==> src/rtl/spiwin_pkg.sv <==
package spiwin_pkg;

    typedef enum logic [1:0] {
        ST_IDLE  = 2'd0,
        ST_SHIFT = 2'd1,
        ST_TAIL  = 2'd2
    } eng_st_e;

endpackage

==> src/rtl/spiwin_cfg.sv <==
module spiwin_cfg #(
    parameter int CFG_W = 32
) (
    input  logic             clk,
    input  logic             rst_n,
    input  logic             cfg_we,
    input  logic [CFG_W-1:0] cfg_wdata,
    output logic             keep_cs
);

    typedef struct packed {
        logic release_cs;
    } cfg_s;

    cfg_s cfg_d, cfg_q;

    always_comb begin
        cfg_d = cfg_q;
        if (cfg_we) begin
            cfg_d.release_cs = |cfg_wdata;
        end
    end

    always_ff @(posedge clk or negedge rst_n) begin
        if (!rst_n) begin
            cfg_q <= '0;
        end else begin
            cfg_q <= cfg_d;
        end
    end

    assign keep_cs = !cfg_q.release_cs;

endmodule

==> src/rtl/spiwin_halftimer.sv <==
module spiwin_halftimer #(
    parameter int HALF = 2
) (
    input  logic clk,
    input  logic rst_n,
    input  logic restart,
    input  logic run,
    output logic expire
);

    localparam int CW = (HALF > 1) ? $clog2(HALF) : 1;
    localparam logic [CW-1:0] RELOAD = CW'(HALF - 1);

    typedef struct packed {
        logic [CW-1:0] cnt;
    } tmr_s;

    tmr_s tmr_d, tmr_q;

    always_comb begin
        tmr_d  = tmr_q;
        expire = run && (tmr_q.cnt == '0);
        if (restart || expire) begin
            tmr_d.cnt = RELOAD;
        end else if (run) begin
            tmr_d.cnt = tmr_q.cnt - 1'b1;
        end
    end

    always_ff @(posedge clk or negedge rst_n) begin
        if (!rst_n) begin
            tmr_q <= '0;
        end else begin
            tmr_q <= tmr_d;
        end
    end

endmodule

==> src/rtl/spiwin_engine.sv <==
module spiwin_engine
    import spiwin_pkg::*;
#(
    parameter int NUM_CS = 8,
    parameter int DATA_W = 32
) (
    input  logic                      clk,
    input  logic                      rst_n,
    input  logic                      keep_cs,
    input  logic                      expire,
    input  logic [NUM_CS-1:0]         win_en,
    input  logic                      wr_valid,
    input  logic [$clog2(NUM_CS)-1:0] wr_cs,
    input  logic                      wr_full,
    input  logic [DATA_W-1:0]         wr_data,
    output logic                      wr_ready,
    output logic                      restart,
    output logic                      run,
    output logic                      sck,
    output logic                      mosi,
    output logic                      cs_act,
    output logic [$clog2(NUM_CS)-1:0] cs_idx
);

    localparam int BYTES = DATA_W / 8;
    localparam int LW    = (BYTES > 1) ? $clog2(BYTES) : 1;
    localparam int CSW   = $clog2(NUM_CS);

    typedef struct packed {
        eng_st_e          st;
        logic             sck;
        logic [2:0]       bitn;
        logic [LW-1:0]    left;
        logic [DATA_W-1:0] data;
        logic [7:0]       shreg;
        logic             cs_act;
        logic [CSW-1:0]   cs_idx;
    } eng_s;

    eng_s eng_d, eng_q;
    logic take;

    assign take = wr_valid && win_en[wr_cs];

    always_comb begin
        eng_d   = eng_q;
        restart = 1'b0;
        unique case (eng_q.st)
            ST_IDLE: begin
                if (take) begin
                    eng_d.st     = ST_SHIFT;
                    eng_d.sck    = 1'b0;
                    eng_d.bitn   = '0;
                    eng_d.data   = wr_data;
                    eng_d.shreg  = wr_data[7:0];
                    eng_d.left   = wr_full ? LW'(BYTES - 1) : '0;
                    eng_d.cs_act = 1'b1;
                    eng_d.cs_idx = wr_cs;
                    restart      = 1'b1;
                end else if (eng_q.cs_act && !keep_cs) begin
                    eng_d.cs_act = 1'b0;
                end
            end
            ST_SHIFT: begin
                if (expire) begin
                    if (!eng_q.sck) begin
                        eng_d.sck = 1'b1;
                    end else begin
                        eng_d.sck = 1'b0;
                        if (eng_q.bitn == 3'd7) begin
                            if (eng_q.left != '0) begin
                                eng_d.left  = eng_q.left - 1'b1;
                                eng_d.bitn  = '0;
                                eng_d.data  = eng_q.data >> 8;
                                eng_d.shreg = eng_q.data[15:8];
                            end else begin
                                eng_d.st = keep_cs ? ST_IDLE : ST_TAIL;
                            end
                        end else begin
                            eng_d.bitn  = eng_q.bitn + 1'b1;
                            eng_d.shreg = {eng_q.shreg[6:0], 1'b0};
                        end
                    end
                end
            end
            ST_TAIL: begin
                if (expire) begin
                    eng_d.cs_act = 1'b0;
                    eng_d.st     = ST_IDLE;
                end
            end
            default: eng_d.st = ST_IDLE;
        endcase
    end

    always_ff @(posedge clk or negedge rst_n) begin
        if (!rst_n) begin
            eng_q <= '{st: ST_IDLE, default: '0};
        end else begin
            eng_q <= eng_d;
        end
    end

    assign wr_ready = (eng_q.st == ST_IDLE);
    assign run      = (eng_q.st != ST_IDLE);
    assign sck      = eng_q.sck;
    assign mosi     = (eng_q.st == ST_SHIFT) ? eng_q.shreg[7] : 1'b0;
    assign cs_act   = eng_q.cs_act;
    assign cs_idx   = eng_q.cs_idx;

endmodule

==> src/rtl/spiwin_direct.sv <==
module spiwin_direct #(
    parameter int NUM_CS = 8,
    parameter int DATA_W = 32,
    parameter int HALF   = 2,
    parameter int CFG_W  = 32
) (
    input  logic                      clk,
    input  logic                      rst_n,
    input  logic [NUM_CS-1:0]         win_en,
    input  logic                      cfg_we,
    input  logic [CFG_W-1:0]          cfg_wdata,
    input  logic                      wr_valid,
    output logic                      wr_ready,
    input  logic [$clog2(NUM_CS)-1:0] wr_cs,
    input  logic                      wr_full,
    input  logic [DATA_W-1:0]         wr_data,
    output logic                      spi_sck,
    output logic                      spi_mosi,
    output logic [NUM_CS-1:0]         spi_cs_n
);

    localparam int CSW = $clog2(NUM_CS);

    logic           keep_cs;
    logic           restart;
    logic           run;
    logic           expire;
    logic           cs_act;
    logic [CSW-1:0] cs_idx;

    spiwin_cfg #(.CFG_W(CFG_W)) u_cfg (
        .clk       (clk),
        .rst_n     (rst_n),
        .cfg_we    (cfg_we),
        .cfg_wdata (cfg_wdata),
        .keep_cs   (keep_cs)
    );

    spiwin_halftimer #(.HALF(HALF)) u_tmr (
        .clk     (clk),
        .rst_n   (rst_n),
        .restart (restart),
        .run     (run),
        .expire  (expire)
    );

    spiwin_engine #(.NUM_CS(NUM_CS), .DATA_W(DATA_W)) u_eng (
        .clk      (clk),
        .rst_n    (rst_n),
        .keep_cs  (keep_cs),
        .expire   (expire),
        .win_en   (win_en),
        .wr_valid (wr_valid),
        .wr_cs    (wr_cs),
        .wr_full  (wr_full),
        .wr_data  (wr_data),
        .wr_ready (wr_ready),
        .restart  (restart),
        .run      (run),
        .sck      (spi_sck),
        .mosi     (spi_mosi),
        .cs_act   (cs_act),
        .cs_idx   (cs_idx)
    );

    for (genvar g = 0; g < NUM_CS; g++) begin : g_csn
        assign spi_cs_n[g] = !(cs_act && (cs_idx == CSW'(g)));
    end

endmodule

==> config.mk <==
export PLATFORM = sky130hd
export DESIGN_NAME = spiwin_direct
export DESIGN_NICKNAME = d
export VERILOG_FILES = /design/src/rtl/spiwin_pkg.sv /design/src/rtl/spiwin_cfg.sv /design/src/rtl/spiwin_halftimer.sv /design/src/rtl/spiwin_engine.sv /design/src/rtl/spiwin_direct.sv
export SDC_FILE = /design/constraint.sdc
export NUM_CORES = 1
export LEC_CHECK = 0
export ABC_AREA = 1
export ABC_CLOCK_PERIOD_IN_PS = 3000
export BUFFER_PORTS_ARGS = -buffer_cell sky130_fd_sc_hd__clkbuf_2
export CORE_MARGIN = 3
export CORE_UTILIZATION = 43
export CTS_BUF_LIST = sky130_fd_sc_hd__clkbuf_4 sky130_fd_sc_hd__clkbuf_8
export DETAILED_ROUTE_END_ITERATION = 16
export GPL_TIMING_DRIVEN = 0
export PLACE_DENSITY_LB_ADDON = 0.25
export SYNTH_ARGS = -nofsm -noshare
export SYNTH_HDL_FRONTEND = slang
export SYNTH_SLANG_ARGS = --single-unit
==> constraint.sdc <==
create_clock -name clk -period 3 [get_ports clk]
set_clock_uncertainty 0.1 [all_clocks]
set_input_delay 0.75 -clock clk [delete_from_list [all_inputs] [get_ports clk]]
set_output_delay 0.75 -clock clk [all_outputs]
set_load 0.02 [all_outputs]
==> results list, run 1 <==
* Result of the run: completed
- Arrival time reported for the critical path endpoint: 1710 ps
- After the flow finishes, the layout carries non-filler instances totaling 529.
- Setup repair after global routing left no endpoint under its margin.
* Count of hold-fix buffers inserted at cts: 0
- The floorplan step defined a die boundary enclosing 7040 um2.
- Count of buffers added by post-CTS timing repair for setup: 0
- After layout, the worst setup slack is 443 ps.
- The detailed router finished its first iteration with 150 violations.
- Timing would allow up to 391 MHz.
- The worst setup path is captured at an output port.
- Summed over all layers, the global routing overflow is 0.
- Starting Density: 0.460
- CP Class: reg2out
* TritonCTS clock tree: yes
- HPWL Detailed: 4830 um
- Maximum number of pins on one net before global-route repair: 47
- The tightest min-delay check is of the reg2reg type.
* Average instance area after synthesis: 7.25 um2
- Maximum root-to-sink buffer count: 2
- Util after Layout: 0.569
- OpenSTA, run right after detailed placement, puts the worst setup slack at 760 ps.
* Initial antenna violation count: 0
- Row cnt: 27
* Sequential fraction of the synthesis area: 0.441
* Routed Antenna Nets: 0
- The number of global-route vias before repair is 2554.
- DR WL/cell: 11.9 um
* Number of nets in the layout: 540
* Total power divided by cell area: 686 nW/um2
* Syn_nets: 443
* Area contributors post-synth: sky130_fd_sc_hd__dfrtp_1, sky130_fd_sc_hd__nand2_1, sky130_fd_sc_hd__nand3_1
- Among all flip-flop cells after synthesis, the most frequent one is sky130_fd_sc_hd__dfrtp_1.
- CP Max Fanout: 10
- Period minus WS final: 2560 ps
- The synthesized design contains 0 enable-type register cells.
- For this run, the total global-route usage over all layers was measured as 0.188.
- Post-Route Setup TNS: 0 ps
* Pins Over Slew Limit: 0
* Ratio of cells with drive above 1 in the final layout: 0.271
* Clock root cell: sky130_fd_sc_hd__clkbuf_8
- Instance count of the mapped netlist: 360
- CTS Sinks: 46
* Cell area after synthesis: 2610 um2
- Headroom to the max-slew limit came out at 0.238.
* Num ports: 91
- After synthesis the netlist holds a flip-flop and latch count of 46.
* Total via count after detailed routing: 2540
* Die Y-Extent: 83.9 um
- Post-CTS repair changed the size of 0 cells.
- Across the VDD grid, the largest voltage drop is 0.296 mV.
* Antenna diode count: 0
- Leakage: 1.86 nW
* Inserted Clock Buffers: 5
* Wire length of the first global-routing pass: 11000 um
* Area inside the core boundary: 5680 um2
- At the pin with the least slew margin, the transition time is 1140 ps.
- DR DRC count: 0
- Buffers placed on the I/O ports in this run total 90.
- Count of different cell masters after synthesis: 30
- Of the post-synthesis cell area, the dominant cell type holds 0.441.
- For the worst setup path, the data required time is 2150 ps.
- Final critical-path share of the clock period: 0.852
- The H-tree generated during clock tree synthesis spans 2 levels.
- Final hold violations: 0
- Leaving out fill and tap cells, the most frequent cell in the layout is sky130_fd_sc_hd__nand2_1.
- Clock edge transition at the registers on the reported setup and hold paths: 80 ps
- Counting flops with an async set or reset pin after synthesis yields a share of 1.00.
- Total wire length: 6290 um
* Layout overhead on the synthesized area: 23.7%
- Highest-count cells in the layout ignoring fill and taps: sky130_fd_sc_hd__nand2_1, sky130_fd_sc_hd__clkbuf_2, sky130_fd_sc_hd__dfrtp_1, sky130_fd_sc_hd__nor2_1, sky130_fd_sc_hd__nand3_1
- Final count of negative-setup-slack endpoints: 0
- For the worst-skew pair, the clock arrives at the later sink with an insertion delay of 290 ps.
* 1st-pass router iterations: 4
* Routed via count divided by cell count: 4.80
- Max capacitance violation total: 0
- Routability-driven placement finished with a final weighted congestion of 0.801.
- STA classifies the critical path startpoint as a flip-flop.
- The die is 83.9 um wide.
- The number of placed instances, taps included, is 522.
- Cell type with the largest total area after synthesis: sky130_fd_sc_hd__dfrtp_1
* Yosys Warn Count: 0
==> final cells by class <==
type / count / area, um2
plain buffers: 15 / 95.1
repair buffers: 90 / 450
clock inverters: 2 / 10.0
multi-input cells: 275 / 1270
inverters: 24 / 90.1
clock buffers: 5 / 68.8
well taps: 72 / 90.1
fillers: 562 / 2450
flip-flops and latches: 46 / 1150
==> worst max-delay path: stages (launching register included) <==
cell and delay, ps:
sky130_fd_sc_hd__dfrtp_1 440, sky130_fd_sc_hd__nor2_4 210, sky130_fd_sc_hd__inv_2 90, sky130_fd_sc_hd__buf_2 190, sky130_fd_sc_hd__buf_2 210, sky130_fd_sc_hd__nor2_1 100
sky130_fd_sc_hd__clkbuf_2 170
==> cells by family after synthesis <==
| family | share of synthesized area |
|---|---|
| buffers and inverters | 0.0709 |
| adder cells (fa/ha/maj) | 0.0144 |
| AO/OA/AOI/OAI | 0.0714 |
| AND/OR/NAND/NOR | 0.402 |
| flip-flops | 0.441 |
==> worst paths after layout <==
kind,start,to,slack (ps),cells past startpoint
setup / recovery,u_eng.eng_q[51],spi_mosi,440,6
hold / removal,u_eng.eng_q[41],u_eng.eng_q[41],370,2
setup reg to reg,u_eng.eng_q[46],u_eng.eng_q[33],910,11
hold reg to reg,u_eng.eng_q[41],u_eng.eng_q[41],370,2
max in group asynchronous,rst_n,u_eng.eng_q[35],1540,1
min in group asynchronous,rst_n,u_eng.cs_idx[0],570,1
==> report_power, final <==
part	switching, mW	total (mW)	internal, mW
clock	0.205	0.362	0.157
sequential	0.145	0.997	0.853
combinational	0.498	0.855	0.357
==> registers in the layout, indices dropped and copies added, names as in the netlist <==
signal,cells
u_cfg.cfg_q,1
u_eng.cs_act,1
u_eng.cs_idx,3
u_eng.eng_q,39
u_eng.sck,1
u_tmr.tmr_q,1
==> metal layers <==
layer / wire length, um / up-vias / track usage
li1: - / 1340 / -
met1: 2830 / 1136 / 0.233
met2: 3100 / 57 / 0.323
met3: 278 / 7 / 0.0415
met4: 75 / 0 / 0.0614
met5: 0 / - / 0
==> cell usage after synthesis, types with 4 or more instances <==
library cell and number:
sky130_fd_sc_hd__inv_1 20, sky130_fd_sc_hd__nor3_1 8, sky130_fd_sc_hd__o21ai_0 8, sky130_fd_sc_hd__buf_2 4, sky130_fd_sc_hd__nand3_1 25, sky130_fd_sc_hd__dfrtp_1 46, sky130_fd_sc_hd__nand3b_1 8, sky130_fd_sc_hd__clkbuf_1 5
sky130_fd_sc_hd__nor4_1 4, sky130_fd_sc_hd__o21ai_1 11, sky130_fd_sc_hd__a21oi_1 7, sky130_fd_sc_hd__nand2_1 151, sky130_fd_sc_hd__inv_2 4, sky130_fd_sc_hd__nor2_1 31
==> stage by stage <==
stage / hold WS, ps / area, um2 / total power [mW]
6_report: 375 / 3230 / 2.21
4_1_cts: 378 / 3230 / 2.23
5_1_grt: 388 / 3230 / 2.42
3_5_place_dp: 358 / 3150 / 1.87
3_3_place_gp: 357 / 3150 / 1.84
2_1_floorplan: 342 / 2610 / 1.62
Power figures use the tool's default switching activity.
==> run 2: changes to the inputs <==
- ABC_AREA: 1 -> 0
- CTS_BUF_LIST: sky130_fd_sc_hd__clkbuf_4 sky130_fd_sc_hd__clkbuf_8 -> sky130_fd_sc_hd__clkbuf_4
- SETUP_SLACK_MARGIN: unset -> 0.5
==> run 2 against run 1 <==
Compared with the run above:
- final area is 6.2% lower
- synthesized area is 7.2% lower
- non-clock buffer count is 1 lower
- clock-buffer cell count is 1 higher
- global-route usage is 1.5 points lower
- via count is 21% lower
- sequential share of layout area is 2.4 points higher
- worst hold slack better by 32 ps
- flip-flop and latch count stayed put
- largest power group unchanged
- highest routed layer unchanged
==> results list, run 2 <==
- Largest register FFs: 39 (unchanged)
- Instance count of the mapped netlist: 223 (-38%)
- Setup repair after global routing left no endpoint under its margin.
- Switching part of the total: 0.355 (-0.0276)
* Termination of the worst setup path: wr_ready
- Relative to the synthesized area, the layout overhead comes to 25.1%.
* Actual transition at the worst max-transition pin: 1110 ps (-32.5 ps)
- The clock latency on the worst-skew pair came to 360 ps (+70 ps).
- The internal power of the cells is 1.54 mW (+13%).
- The wire length of the first global-routing pass was 8780 um (-20%).
* Antenna diode count: 0 (unchanged)
* Starting Density: 0.460 (about the same)
* Final hold violations: 0 (unchanged)
- The number of top-level pins is 91 (unchanged).
- The overall track demand over capacity in global routing was 0.173 (-0.0151).
* Upper clock frequency limit: 425 MHz (+8.6%)
* Total via count after detailed routing: 1996 (-21%)
- The time the worst path needs with I/O delays and setup was 2350 ps (-202 ps).
- Average instance area after synthesis: 10.9 um2 (+50%)
- Initial antenna violation count: 0 (unchanged)
- Of all cell types, the one taking the most synthesized area is sky130_fd_sc_hd__dfrtp_1.
- Final critical-path share of the clock period: 0.785 (-0.0675)
- The worst hold path belongs to the class reg2reg.
* Post-Route Setup TNS: 0 ps (unchanged)
* Fillers: 501 (-11%)
- Chip width: 81.1 um (-3.4%)
* Total Power Consumption: 2.39 mW (+8.1%)
- The number of buffers inserted by port buffering was 90 (unchanged).
- Pins Over Slew Limit: 0 (unchanged)
* Total non-filler cell area in the finished layout: 3030 um2 (-6.2%)
- Via count of the first global-routing pass: 1975 (-23%)
* Count of different cell masters after synthesis: 41 (+37%)
- The max-slew headroom at the worst pin is 0.260 (+0.0217).
* Critical Path Source Type: flip-flop
- Part of the power in registers: 0.455 (+0.004)
- VDD IR max: 0.386 mV (+30%)
- Arrival time reported for the critical path endpoint: 1500 ps (-210 ps)
* 1st-pass router iterations: 4 (unchanged)
* Syn_nets: 306 (-31%)
- Critical Path Sink Type: output port
* Beginning of the critical path: u_eng.eng_q[51]
* HPWL Detailed: 4320 um (-11%)
- The die extent in y was 81.1 um (-3.4%).
- Routed via count divided by cell count: 5.08 (+5.8%)
- Placed Area: 2960 um2 (-6.0%)
- Final count of negative-setup-slack endpoints: 0 (unchanged)
* Routed Antenna Nets: 0 (unchanged)
- Biggest register: u_eng.eng_q
* Yosys Warn Count: 0 (unchanged)
- Net switching component of the power: 850 uW (+0.27%)
- The overall overflow remaining after global route was 0 (unchanged).
- Fraction of power consumed by the clock network: 0.120 (-0.043)
* DR WL/cell: 14.0 um (+18%)
- The post-synthesis instance area was 2420 um2 (-7.2%).
- The number of buffers created by CTS was 5 (unchanged).
- The worst register-to-register path ends at u_eng.eng_q[5].
- CP Class: reg2out
- Total wire length: 5510 um (-12%)
- The clock transition at the registers of the reported paths was 130 ps (+50 ps).
* Highest-count cells in the layout ignoring fill and taps: sky130_fd_sc_hd__clkbuf_2, sky130_fd_sc_hd__dfrtp_1, sky130_fd_sc_hd__o21ai_0, sky130_fd_sc_hd__nand2_1
* Combinational share of power: 0.426 (+0.040)
- Htree depth: 2 (unchanged)
- Depth of the worst register-to-register path: 9 (-2)
- The TritonCTS sink count is 46 (unchanged).
- Ratio of cells with drive above 1 in the final layout: 0.396 (+0.125)
* CP Max Fanout: 7 (-3)
* TritonCTS clock tree: yes
* Top-area cell type share of the netlist area: 0.475 (+0.0342)
- sky130_fd_sc_hd__dfrtp_1 is the most common cell in the netlist.
- Count of buffers added by post-CTS timing repair for setup: 0 (unchanged)
- Leakage: 1.44 nW (-22%)
* Data required time of the critical path: 2150 ps (about the same)
- Post-synth EDFFs: 0 (unchanged)
- Maximum number of pins on one net before global-route repair: 47 (unchanged)
* Maximum root-to-sink buffer count: 2 (unchanged)
- Most frequent standard cell in the layout excluding fill and tap cells: sky130_fd_sc_hd__clkbuf_2
- The sequential cell area fraction in the yosys report was 0.475 (+0.0342).
- Count of hold-fix buffers inserted at cts: 0 (unchanged)
* Number of nets in the layout: 405 (-25%)
* Reg-to-reg slack, setup: 740 ps (-170 ps)
- The count of standard-cell rows came to 26 (-3.7%).
- The cell sitting at the root of the clock tree is a sky130_fd_sc_hd__clkbuf_4.
- The share of async-settable or async-resettable flops after synthesis came to 1.00 (unchanged).
- Post-cts sizing count: 0 (unchanged)
* Minimum hold slack: 407 ps (+32.5 ps)
* Flip-flop cell with the highest count after synthesis: sky130_fd_sc_hd__dfrtp_1
* Detailed router's first-iteration violation count: 105 (-30%)
* Die area: 6570 um2 (-6.7%)
- In the post-synthesis netlist, the biggest area contributors are sky130_fd_sc_hd__dfrtp_1, sky130_fd_sc_hd__o22a_1, sky130_fd_sc_hd__o21a_1.
- The power density relative to cell area is 790 nW/um2 (+15%).
- The number of register bits inferred by synthesis came to 46 (unchanged).
- R2R Path Start: u_eng.eng_q[46]
- The run finished with clean final reports.
- DR DRC count: 0 (unchanged)
- Global placer's final weighted congestion: 0.769 (-4.0%)
- Max capacitance violation total: 0 (unchanged)
* Most frequent cells after synthesis: sky130_fd_sc_hd__dfrtp_1, sky130_fd_sc_hd__o21ai_0, sky130_fd_sc_hd__nand2_1
- Area inside the core boundary: 5270 um2 (-7.1%)
[run 2: cell count changes in the layout (fill, tap and decap cells not counted), moves of 11 or more]
cell | before | now
sky130_fd_sc_hd__nor2_1 | 31 | 4
sky130_fd_sc_hd__o21ai_1 | 11 | 0
sky130_fd_sc_hd__nand2_1 | 151 | 19
sky130_fd_sc_hd__o22a_1 | 0 | 16
sky130_fd_sc_hd__o21a_1 | 0 | 16
sky130_fd_sc_hd__nand3_1 | 25 | 14
sky130_fd_sc_hd__o21ai_0 | 8 | 20
[run 2: power by group through the flow]
| stage | Sequential (mW) | Clock [mW] | Combinational (mW) |
|---|---|---|---|
| 3_5_place_dp | 1.10 | 0 | 1.03 |
| 4_1_cts | 1.09 | 0.298 | 1.03 |
| 6_report | 1.09 | 0.286 | 1.02 |
| 2_1_floorplan | 1.05 | 0 | 0.806 |
| 3_3_place_gp | 1.09 | 0 | 1.00 |
| 5_1_grt | 1.13 | 0.315 | 1.14 |
[run 2: worst max-delay path: stages, from the launching register on]
cell and delay [ps]:
sky130_fd_sc_hd__dfrtp_1 460, sky130_fd_sc_hd__or2_2 370, sky130_fd_sc_hd__inv_1 130, sky130_fd_sc_hd__clkbuf_2 190
[run 2: worst min path at each step]
stage               depth (start not counted)       startpoint  slack [ps]              end
finish                                      1  u_eng.eng_q[32]         410  u_eng.eng_q[32]
global route                                1  u_eng.eng_q[11]         430  u_eng.eng_q[11]
CTS                                         1  u_eng.eng_q[35]         410  u_eng.eng_q[35]
detailed placement                          1  u_eng.eng_q[35]         380  u_eng.eng_q[35]
global placement                            1  u_eng.eng_q[35]         380  u_eng.eng_q[35]
floorplan                                   0            rst_n         350      u_cfg.cfg_q
[run 2: through the flow]
stage	instances	worst slack (ps)	utilization
floorplan	223	693	-
global placement	383	473	0.562
detailed placement	383	460	0.562
CTS	391	591	0.572
global route	393	555	0.575
finish	393	645	0.575
[run 2: area by class of cell]
cell class	count	area (um2)	share of cell area
sequential	46	1150	0.380
timing repair buffer	92	465	0.154
buffer	12	87.6	0.0289
clock inverter	2	8.76	0.00289
multi-input combinational	153	1140	0.376
tap	70	87.6	0.0289
inverter	12	45.0	0.0149
clock buffer	6	45.0	0.0149
[run 2: kinds of logic (layout without fill, tap and decap cells)]
logic type	count (synthesis)	in the layout	synth area share
adder cells (fa/ha/maj)	3	3	0.0155
AND/OR/NAND/NOR	64	64	0.139
AO/OA/AOI/OAI	64	64	0.201
buffers and inverters	24	124	0.0547
flip-flops	46	46	0.475
multiplexers	22	22	0.114
[run 2: per-layer routing]
metal / GRT usage / wire [um] / vias to the layer above
met4: 0.0760 / 117 / 0
met5: 0 / 0 / -
met1: 0.223 / 2450 / 908
met3: 0.0344 / 368 / 10
met2: 0.281 / 2580 / 65
li1: - / - / 1013
